===== src/rtl/uart_bridge_pkg.sv =====
package uart_bridge_pkg;

    typedef enum logic [2:0] {
        TX_IDLE,
        TX_START,
        TX_DATA,
        TX_PARITY,
        TX_STOP
    } tx_state_e;

    // Rounded clock cycles per serial bit.
    function automatic int unsigned bit_cycles(input int unsigned clk_hz,
                                               input int unsigned baud);
        return (clk_hz + baud / 2) / baud;
    endfunction

endpackage


===== src/rtl/bridge_fifo.sv =====
module bridge_fifo #(
    parameter int DW    = 8,
    parameter int DEPTH = 8
) (
    input  logic          clk,
    input  logic          rst_n,
    input  logic          wr_en,
    input  logic [DW-1:0] wr_data,
    input  logic          rd_en,
    output logic [DW-1:0] rd_data,
    output logic          full,
    output logic          empty
);
    localparam int AW = $clog2(DEPTH);
    localparam int CW = $clog2(DEPTH + 1);
    localparam logic [AW-1:0] LAST = AW'(DEPTH - 1);

    logic [DW-1:0] mem [DEPTH];
    logic [AW-1:0] wr_ptr, rd_ptr;
    logic [CW-1:0] cnt;

    always_ff @(posedge clk) begin
        if (wr_en) mem[wr_ptr] <= wr_data;
    end

    always_ff @(posedge clk) begin
        if (!rst_n) begin
            wr_ptr <= '0;
            rd_ptr <= '0;
            cnt    <= '0;
        end else begin
            if (wr_en) wr_ptr <= (wr_ptr == LAST) ? '0 : wr_ptr + 1'b1;
            if (rd_en) rd_ptr <= (rd_ptr == LAST) ? '0 : rd_ptr + 1'b1;
            unique case ({wr_en, rd_en})
                2'b10:   cnt <= cnt + 1'b1;
                2'b01:   cnt <= cnt - 1'b1;
                default: cnt <= cnt;
            endcase
        end
    end

    assign rd_data = mem[rd_ptr];
    assign full    = (cnt == CW'(DEPTH));
    assign empty   = (cnt == '0);


    fifo_bound_chk: assert property (@(posedge clk) disable iff (!rst_n)
        cnt <= CW'(DEPTH));


    no_underflow_chk: assert property (@(posedge clk) disable iff (!rst_n)
        rd_en |-> cnt != '0);


    count_step_chk: assert property (@(posedge clk) disable iff (!rst_n)
        (wr_en && rd_en) |=> cnt == $past(cnt));

endmodule


===== src/rtl/bridge_baud.sv =====
module bridge_baud #(
    parameter int BIT_CYC = 434
) (
    input  logic clk,
    input  logic rst_n,
    input  logic run,
    output logic tick
);
    localparam int CW = $clog2(BIT_CYC + 1);
    localparam logic [CW-1:0] TOP = CW'(BIT_CYC - 1);

    logic [CW-1:0] cnt;

    assign tick = run && (cnt == TOP);

    always_ff @(posedge clk) begin
        if (!rst_n)            cnt <= '0;
        else if (!run || tick) cnt <= '0;
        else                   cnt <= cnt + 1'b1;
    end


    tick_range_chk: assert property (@(posedge clk) disable iff (!rst_n)
        cnt <= TOP);

endmodule


===== src/rtl/bridge_tx_fsm.sv =====
module bridge_tx_fsm
    import uart_bridge_pkg::*;
#(
    parameter int DW         = 8,
    parameter bit ODD_PARITY = 1'b0
) (
    input  logic          clk,
    input  logic          rst_n,
    input  logic          load,
    input  logic [DW-1:0] load_data,
    input  logic          tick,
    output logic          ready,
    output logic          tx
);
    localparam int IW = $clog2(DW);
    localparam logic [IW-1:0] LAST_BIT = IW'(DW - 1);

    tx_state_e     state, state_nx;
    logic [DW-1:0] shreg;
    logic [IW-1:0] idx;
    logic          par;

    // State register
    always_ff @(posedge clk) begin
        if (!rst_n) state <= TX_IDLE;
        else        state <= state_nx;
    end

    always_comb begin
        state_nx = state;
        unique case (state)
            TX_IDLE:   if (load) state_nx = TX_START;
            TX_START:  if (tick) state_nx = TX_DATA;
            TX_DATA:   if (tick && idx == LAST_BIT) state_nx = TX_PARITY;
            TX_PARITY: if (tick) state_nx = TX_STOP;
            TX_STOP:   if (tick) state_nx = TX_IDLE;
            default:   state_nx = TX_IDLE;
        endcase
    end

    // Datapath register
    always_ff @(posedge clk) begin
        if (!rst_n) begin
            shreg <= '0;
            idx   <= '0;
            par   <= 1'b0;
        end else if (load) begin
            shreg <= load_data;
            idx   <= '0;
            par   <= (^load_data) ^ ODD_PARITY;
        end else if (state == TX_DATA && tick) begin
            shreg <= shreg >> 1;
            idx   <= idx + 1'b1;
        end
    end

    // Outputs
    always_comb begin
        ready = 1'b0;
        tx    = 1'b1;
        unique case (state)
            TX_IDLE:   ready = 1'b1;
            TX_START:  tx = 1'b0;
            TX_DATA:   tx = shreg[0];
            TX_PARITY: tx = par;
            TX_STOP:   tx = 1'b1;
            default:   tx = 1'b1;
        endcase
    end


    load_idle_chk: assert property (@(posedge clk) disable iff (!rst_n)
        load |-> state == TX_IDLE);


    frame_hold_chk: assert property (@(posedge clk) disable iff (!rst_n)
        (state != TX_IDLE && !tick) |=> state == $past(state));

endmodule


===== src/rtl/stream_serial_bridge.sv =====
module stream_serial_bridge
    import uart_bridge_pkg::*;
#(
    parameter int unsigned CLK_HZ     = 50_000_000,
    parameter int unsigned BAUD       = 115_200,
    parameter int          DEPTH      = 8,
    parameter bit          ODD_PARITY = 1'b0
) (
    input  logic       clk,
    input  logic       rst_n,
    input  logic [7:0] in_data,
    input  logic       in_valid,
    output logic       in_ready,
    output logic       tx_line,
    output logic       tx_ready
);
    localparam int DW      = 8;
    localparam int BIT_CYC = int'(bit_cycles(CLK_HZ, BAUD));

    logic          full, empty, wr_en, pop, tick;
    logic [DW-1:0] head;

    assign in_ready = !full;
    assign wr_en    = in_valid && in_ready;
    assign pop      = tx_ready && !empty;

    bridge_fifo #(.DW(DW), .DEPTH(DEPTH)) u_fifo (
        .clk(clk), .rst_n(rst_n),
        .wr_en(wr_en), .wr_data(in_data),
        .rd_en(pop), .rd_data(head),
        .full(full), .empty(empty)
    );

    bridge_baud #(.BIT_CYC(BIT_CYC)) u_baud (
        .clk(clk), .rst_n(rst_n), .run(!tx_ready), .tick(tick)
    );

    bridge_tx_fsm #(.DW(DW), .ODD_PARITY(ODD_PARITY)) u_tx (
        .clk(clk), .rst_n(rst_n),
        .load(pop), .load_data(head), .tick(tick),
        .ready(tx_ready), .tx(tx_line)
    );


    idle_line_chk: assert property (@(posedge clk) disable iff (!rst_n)
        (tx_ready && $past(tx_ready)) |-> tx_line);

endmodule


===== config.mk =====
export PLATFORM = sky130hd
export DESIGN_NAME = stream_serial_bridge
export DESIGN_NICKNAME = d
export VERILOG_FILES = /design/src/rtl/uart_bridge_pkg.sv /design/src/rtl/bridge_fifo.sv /design/src/rtl/bridge_baud.sv /design/src/rtl/bridge_tx_fsm.sv /design/src/rtl/stream_serial_bridge.sv
export SDC_FILE = /design/constraint.sdc
export NUM_CORES = 1
export LEC_CHECK = 0
export ABC_AREA = 1
export CORE_AREA = 2 2 109 111
export DETAILED_ROUTE_END_ITERATION = 10
export DIE_AREA = 0 0 111 113
export PLACE_DENSITY = 0.57
export SYNTH_ARGS = -nofsm -noshare
export SYNTH_HDL_FRONTEND = slang
export SYNTH_SLANG_ARGS = --single-unit
export TNS_END_PERCENT = 1

===== constraint.sdc =====
create_clock -name clk -period 3.7 [get_ports clk]
set_input_delay 0.74 -clock clk [delete_from_list [all_inputs] [get_ports clk]]
set_output_delay 0.74 -clock clk [all_outputs]
set_load 0.05 [all_outputs]

==> flow_summary.toml, run 1 <==
[cts]
clkSinkCount = 101
cts_resized = 0
postCtsSetupRepairBufs = 0
cts_tree = "built"
cts_buffers = 9
h-tree-depth = 3
clockBufferDepth = 2
ctsHoldBuffers = 0
root_buffer = "clkbuf_16"
clk_pin_slew_ns = 0.06
clock_latency_ns = 0.35

[global_routing]
antenna_found_initial = 0
grt_pass1_vias = 3354
grt_util_all_layers_pct = 17.7
grt-ovfl-total = 0
grt_max_degree = 33
grt_pass1_wl_um = 16700

[power]
ir_drop_v = 0.000469
switchingPower_w = 0.00137
comb_power_share_pct = 35.6
p_clk_share_pct = 23.7
p_sw_share_pct = 38.3
power.internal_w = 0.00220
power_density_nw_per_um2 = 678
p_seq_share_pct = 40.7
total_leakage_power_nw = 2.30

[finish]
fillerInstances = 1134
diodes = 0
syn2layout_area_growth_pct = 9.23
drive_gt1_share_pct = 5.82
nets = 584

[drt]
antenna_left = 0
first_pass_iters = 5
viasPerCell = 4.92
post_drt_wl_per_cell_um = 14.7
wl_um = 10400
drcViolationCount = 0
drtIter0Drc = 278
vias = 3493

[worst_setup_path]
reg2reg_depth = 12
critical_path_class = "reg -> out"
critPathBufInv = 2
r2r-end = "u_fifo.cnt[3]$_SDFFE_PN0P_"
r2r_start = "u_tx.state[0]$_SDFFE_PN0P_"
cpPeakStageDelay_ns = 0.80
cp_num_cells = 4
startpoint_type = "register"
cp_max_fo = 5
end_kind = "output port"
cp_data_required_time_ns = 2.96
crit_family = "buffers and inverters"
crit_chain = "inv_1, nor3_1, a221o_1, clkdlybuf4s50_1"
ff2ff_setup_slack_ns = 1.41
endpoint = "tx_line"
critPathArrivalTime_ns = 2.20
startpoint = "u_tx.state[1]$_SDFFE_PN0P_"
cp_slowest_cell = "clkdlybuf4s50_1"

[sta]
timing.final.setup_violations = 0
holdWs_ns = 0.472
rsz0062_at_grt = "no"
finalCritPeriodShare_pct = 79.5
tns_ns = 0
tightest_slew_ns = 0.890
hold_viol_final = 0
fmax_ghz = 0.340
maxSlewViolCount = 0
relSlewSlack_pct = 40.6
min_period_ns = 2.94
fin_worst_skew_ns = 0.00526

[job]
max_cap_violations = 0

[placement]
hpwlAfterDp_um = 7520
io_buffers = 13
place_congestion = 0.898

[synthesis]
ys_warn_count = 0
ys_ff_latch = 101
synthCells = 555
synth.avg_cell_area_um2 = 8.67
syn_nets = 577
yosysSeqAreaShare_pct = 55.3
syn_area_um2 = 4810
yosysUniqueCellTypes = 35

[die]
placementRows = 39
dieArea_um2 = 12500
die_w_um = 111
io_pins = 14
start_util_pct = 42.7
core_area_um2 = 11300
die_y_um = 113

[status]
status = "finished clean"

[hold_path]
hp-class = "reg -> reg"
==> power by group through the flow <==
| stage | Clock [W] | Sequential, W | Combinational, W |
|---|---|---|---|
| after floorplan | 0 | 0.00141 | 0.00106 |
| after global placement | 0 | 0.00147 | 0.00125 |
| after detailed placement | 0 | 0.00148 | 0.00126 |
| after CTS | 0.000875 | 0.00145 | 0.00127 |
| after global routing | 0.000922 | 0.00147 | 0.00145 |
| final | 0.000846 | 0.00145 | 0.00127 |
==> worst min path at each step <==
stage	start	end	cells past startpoint	slack, ns
final	u_tx.idx[1]$_SDFFE_PP0P_	u_tx.idx[1]$_SDFFE_PP0P_	2	0.47
after global routing	u_tx.idx[1]$_SDFFE_PP0P_	u_tx.idx[1]$_SDFFE_PP0P_	2	0.50
after CTS	u_tx.idx[2]$_SDFFE_PP0P_	u_tx.idx[2]$_SDFFE_PP0P_	2	0.47
after floorplan	u_baud.cnt[0]$_SDFF_PP0_	u_baud.cnt[0]$_SDFF_PP0_	1	0.43
after detailed placement	u_tx.idx[2]$_SDFFE_PP0P_	u_tx.idx[2]$_SDFFE_PP0P_	2	0.46
after global placement	u_tx.idx[1]$_SDFFE_PP0P_	u_tx.idx[1]$_SDFFE_PP0P_	2	0.45
==> cell usage after synthesis <==
cell type,count,area [um2]
nor2_2,1,6.26
nor2_4,2,22.5
nand2_2,7,43.8
o21ai_0,18,90.1
ha_1,11,138
inv_1,80,300
inv_6,1,8.76
nand3_2,2,20.0
nand3b_4,1,20.0
edfxtp_1,64,1920
o31ai_1,1,7.51
a21oi_1,21,105
nand4_1,1,6.26
nor2_1,31,116
o211ai_1,1,7.51
nand3_1,52,260
xnor2_1,2,17.5
o21bai_1,1,7.51
o21ai_1,4,20.0
nand2_1,175,657
nor3_1,3,15.0
inv_2,3,11.3
buf_4,6,45.0
xor2_1,5,43.8
inv_4,1,6.26
clkbuf_1,2,7.51
buf_2,5,25.0
a221o_1,1,10.0
nor3b_1,2,15.0
and3_1,2,12.5
dfxtp_1,37,741
or2_2,2,12.5
a211oi_1,4,30.0
buf_6,5,56.3
nand3b_1,1,7.51
==> kinds of logic after synthesis <==
group / after synthesis / share of synthesized area [%]
AND/OR/NAND/NOR: 282 / 25.2
buffers and inverters: 103 / 9.56
flip-flops: 101 / 55.3
AO/OA/AOI/OAI: 51 / 5.77
adder cells (fa/ha/maj): 11 / 2.86
XOR/XNOR: 7 / 1.27
==> cells in the final DEF, fill, tap and decap left out, drive strengths merged, types with 2 or more instances in the layout <==
master           n
a211oi           4
a21oi           21
and3             2
clkbuf          12
clkdlybuf4s50   13
clkinv           2
clkinvlp         2
dfxtp           37
edfxtp          64
ha              11
inv             85
nand2          182
nand3           54
nand3b           2
nor2            34
nor3             3
nor3b            2
o21ai           22
or2              2
xnor2            2
xor2             5
==> worst register-to-register path: cells and delay by family, from the launching register on <==
kind | cells | cell delay (ns)
AO/OA/AOI/OAI | 4 | 0.48
XOR/XNOR | 1 | 0.21
adder cells (fa/ha/maj) | 1 | 0.29
buffers and inverters | 2 | 0.15
flip-flops | 1 | 0.34
AND/OR/NAND/NOR | 4 | 0.72
==> layer usage <==
metal,wire (um),GRT usage [%],up-vias
met5,0,0,-
met4,263,7.58,0
met3,484,4.55,16
met2,5060,29.2,71
met1,4630,22.2,1612
li1,-,-,1794
==> sequential cells by signal, indices dropped and copies added (netlist names), named ones only <==
name and flops:
u_fifo.wr_ptr 3, u_fifo.rd_ptr 3, u_tx.par 1, u_tx.state 3, u_baud.cnt 9, u_tx.shreg 8, u_fifo.mem 64, u_tx.idx 3
u_fifo.cnt 4
==> through the flow <==
stage | instance area, um2 | cells | worst slack, ns | utilization, % | total power [W]
5_1_grt | 5260 | 710 | 0.624 | 46.7 | 0.00384
2_1_floorplan | 4810 | 555 | 1.34 | - | 0.00247
3_3_place_gp | 5000 | 694 | 1.15 | 44.3 | 0.00272
6_report | 5260 | 710 | 0.760 | 46.7 | 0.00357
4_1_cts | 5260 | 710 | 0.749 | 46.7 | 0.00359
3_5_place_dp | 5000 | 694 | 1.08 | 44.3 | 0.00274
==> cell type report <==
| class | count | area (um2) | share of cell area [%] |
|---|---|---|---|
| clock buffer | 12 | 236 | 4.50 |
| timing repair buffer | 14 | 138 | 2.62 |
| tap | 143 | 179 | 3.40 |
| clock inverter | 4 | 25.0 | 0.476 |
| sequential | 101 | 2660 | 50.6 |
| multi-input combinational | 351 | 1690 | 32.2 |
| inverter | 85 | 327 | 6.21 |
Note: power is estimated with default switching activity, not from simulation.
==> run 2, diff against run 1 <==
==> constraint.sdc (replaced) <==
create_clock -name clk -period 2.9 [get_ports clk]
set_input_delay 0.58 -clock clk [delete_from_list [all_inputs] [get_ports clk]]
set_output_delay 0.58 -clock clk [all_outputs]
set_load 0.05 [all_outputs]
==> flow_summary.toml, run 2 (synthesis results as in run 1) <==
[sta]
fin_worst_skew_ns = 0.0120
finalCritPeriodShare_pct = 96.7
min_period_ns = 2.80
tightest_slew_ns = 0.569
relSlewSlack_pct = 62.0
fmax_ghz = 0.357
hold_viol_final = 0
tns_ns = 0
timing.final.setup_violations = 0
rsz0062_at_grt = "no"
maxSlewViolCount = 0

[cts]
h-tree-depth = 3
cts_buffers = 9
cts_resized = 0
ctsHoldBuffers = 0
clock_latency_ns = 0.35
postCtsSetupRepairBufs = 0
root_buffer = "clkbuf_16"
cts_tree = "built"
clk_pin_slew_ns = 0.07
clkSinkCount = 101
clockBufferDepth = 2

[finish]
layout_common_cells = "175 x nand2_1, 80 x inv_1, 64 x edfxtp_1"
nets = 597
largest_reg_flops = 64
fillerInstances = 1071
reg.largest.list = "u_fifo.mem: 64 flops, u_baud.cnt: 9 flops, u_tx.shreg: 8 flops"
diodes = 0
final_common_cell = "nand2_1"
drive_gt1_share_pct = 8.62
syn2layout_area_growth_pct = 12.1
top_register = "u_fifo.mem"

[die]
io_pins = 14
core_area_um2 = 11300
die_y_um = 113
die_w_um = 111
start_util_pct = 42.7
placementRows = 39
dieArea_um2 = 12500

[power]
total_leakage_power_nw = 2.40
p_sw_share_pct = 37.5
ir_drop_v = 0.000432
switchingPower_w = 0.00176
p_total_w = 0.00469
p_clk_share_pct = 25.3
power_density_nw_per_um2 = 870
power.internal_w = 0.00293
p_seq_share_pct = 38.5
comb_power_share_pct = 36.2

[drt]
vias = 3500
antenna_left = 0
drcViolationCount = 0
viasPerCell = 4.84
wl_um = 9890
first_pass_iters = 5
post_drt_wl_per_cell_um = 13.7
drtIter0Drc = 291

[worst_setup_path]
critPathArrivalTime_ns = 2.22
reg2reg_depth = 11
r2r_start = "u_tx.state[0]$_SDFFE_PN0P_"
ff2ff_setup_slack_ns = 0.88
startpoint_type = "register"
critical_path_class = "reg -> out"
cp_max_fo = 5
r2r-end = "u_fifo.cnt[3]$_SDFFE_PN0P_"
cp_data_required_time_ns = 2.32
end_kind = "output port"

[hold_path]
hold_path_end = "u_tx.idx[1]$_SDFFE_PP0P_"
hp-start = "u_tx.idx[1]$_SDFFE_PP0P_"
holdPathStages = 2
hp-class = "reg -> reg"

[global_routing]
grt_pass1_wl_um = 16500
grt_pass1_vias = 3302
grt_max_degree = 33
grt_util_all_layers_pct = 16.8
antenna_found_initial = 0
grt-ovfl-total = 0

[placement]
hpwlAfterDp_um = 6500
place_congestion = 0.792
io_buffers = 13

[status]
status = "finished clean"

[job]
max_cap_violations = 0
[run 2: worst max-delay path by stage]
stage | startpoint | endpoint | slack [ns] | cells after the start
final | u_tx.state[1]$_SDFFE_PN0P_ | tx_line | 0.1 | 4
after global routing | u_tx.state[1]$_SDFFE_PN0P_ | tx_line | 0.04 | 4
after CTS | u_tx.state[1]$_SDFFE_PN0P_ | tx_line | 0.14 | 4
after detailed placement | in_valid | u_fifo.cnt[3]$_SDFFE_PN0P_ | 0.46 | 9
after global placement | in_valid | u_fifo.cnt[2]$_SDFFE_PN0P_ | 0.51 | 9
after floorplan | u_tx.state[0]$_SDFFE_PN0P_ | u_fifo.cnt[2]$_SDFFE_PN0P_ | 0.54 | 13
[run 2: final cells by class]
class                           instances  area, um2  area share [%]
Tap cell                              143        179            3.32
Multi-Input combinational cell        351       1690            31.4
Sequential cell                       101       2660            49.4
Clock inverter                          5       47.5           0.881
Inverter                               85        327            6.05
Clock buffer                           11        253            4.68
Timing Repair Buffer                   27        235            4.36
[run 2: power by group through the flow]
stage / Combinational, W / Sequential (W) / Clock, W
after floorplan: 0.00135 / 0.00180 / 0
after global placement: 0.00167 / 0.00183 / 0
after detailed placement: 0.00169 / 0.00184 / 0
after CTS: 0.00170 / 0.00181 / 0.00122
after global routing: 0.00195 / 0.00183 / 0.00127
final: 0.00170 / 0.00181 / 0.00119
[run 2: metrics by stage]
stage / util [%] / worst slack, ns / cells / hold WS [ns] / area [um2]
2_1_floorplan: - / 0.544 / 555 / 0.433 / 4810
3_3_place_gp: 45.2 / 0.508 / 707 / 0.448 / 5090
5_1_grt: 47.9 / 0.0392 / 723 / 0.485 / 5400
6_report: 47.9 / 0.0964 / 723 / 0.466 / 5400
3_5_place_dp: 45.2 / 0.463 / 707 / 0.453 / 5090
4_1_cts: 47.9 / 0.137 / 723 / 0.468 / 5400
[run 2: layer usage]
metal / GRT usage, % / vias to the layer above / share of wire (%)
li1: - / 1815 / -
met1: 21.6 / 1603 / 47
met2: 28.0 / 72 / 48
met3: 4.18 / 10 / 4.2
met4: 5.25 / 0 / 1.0
met5: 0 / - / 0
[run 2: worst max-delay path: stages, from the launching register on]
cell             delay, ns
dfxtp_1               0.48
inv_1                 0.13
nor3_1                0.26
a221o_1               0.21
clkdlybuf4s50_1       0.80
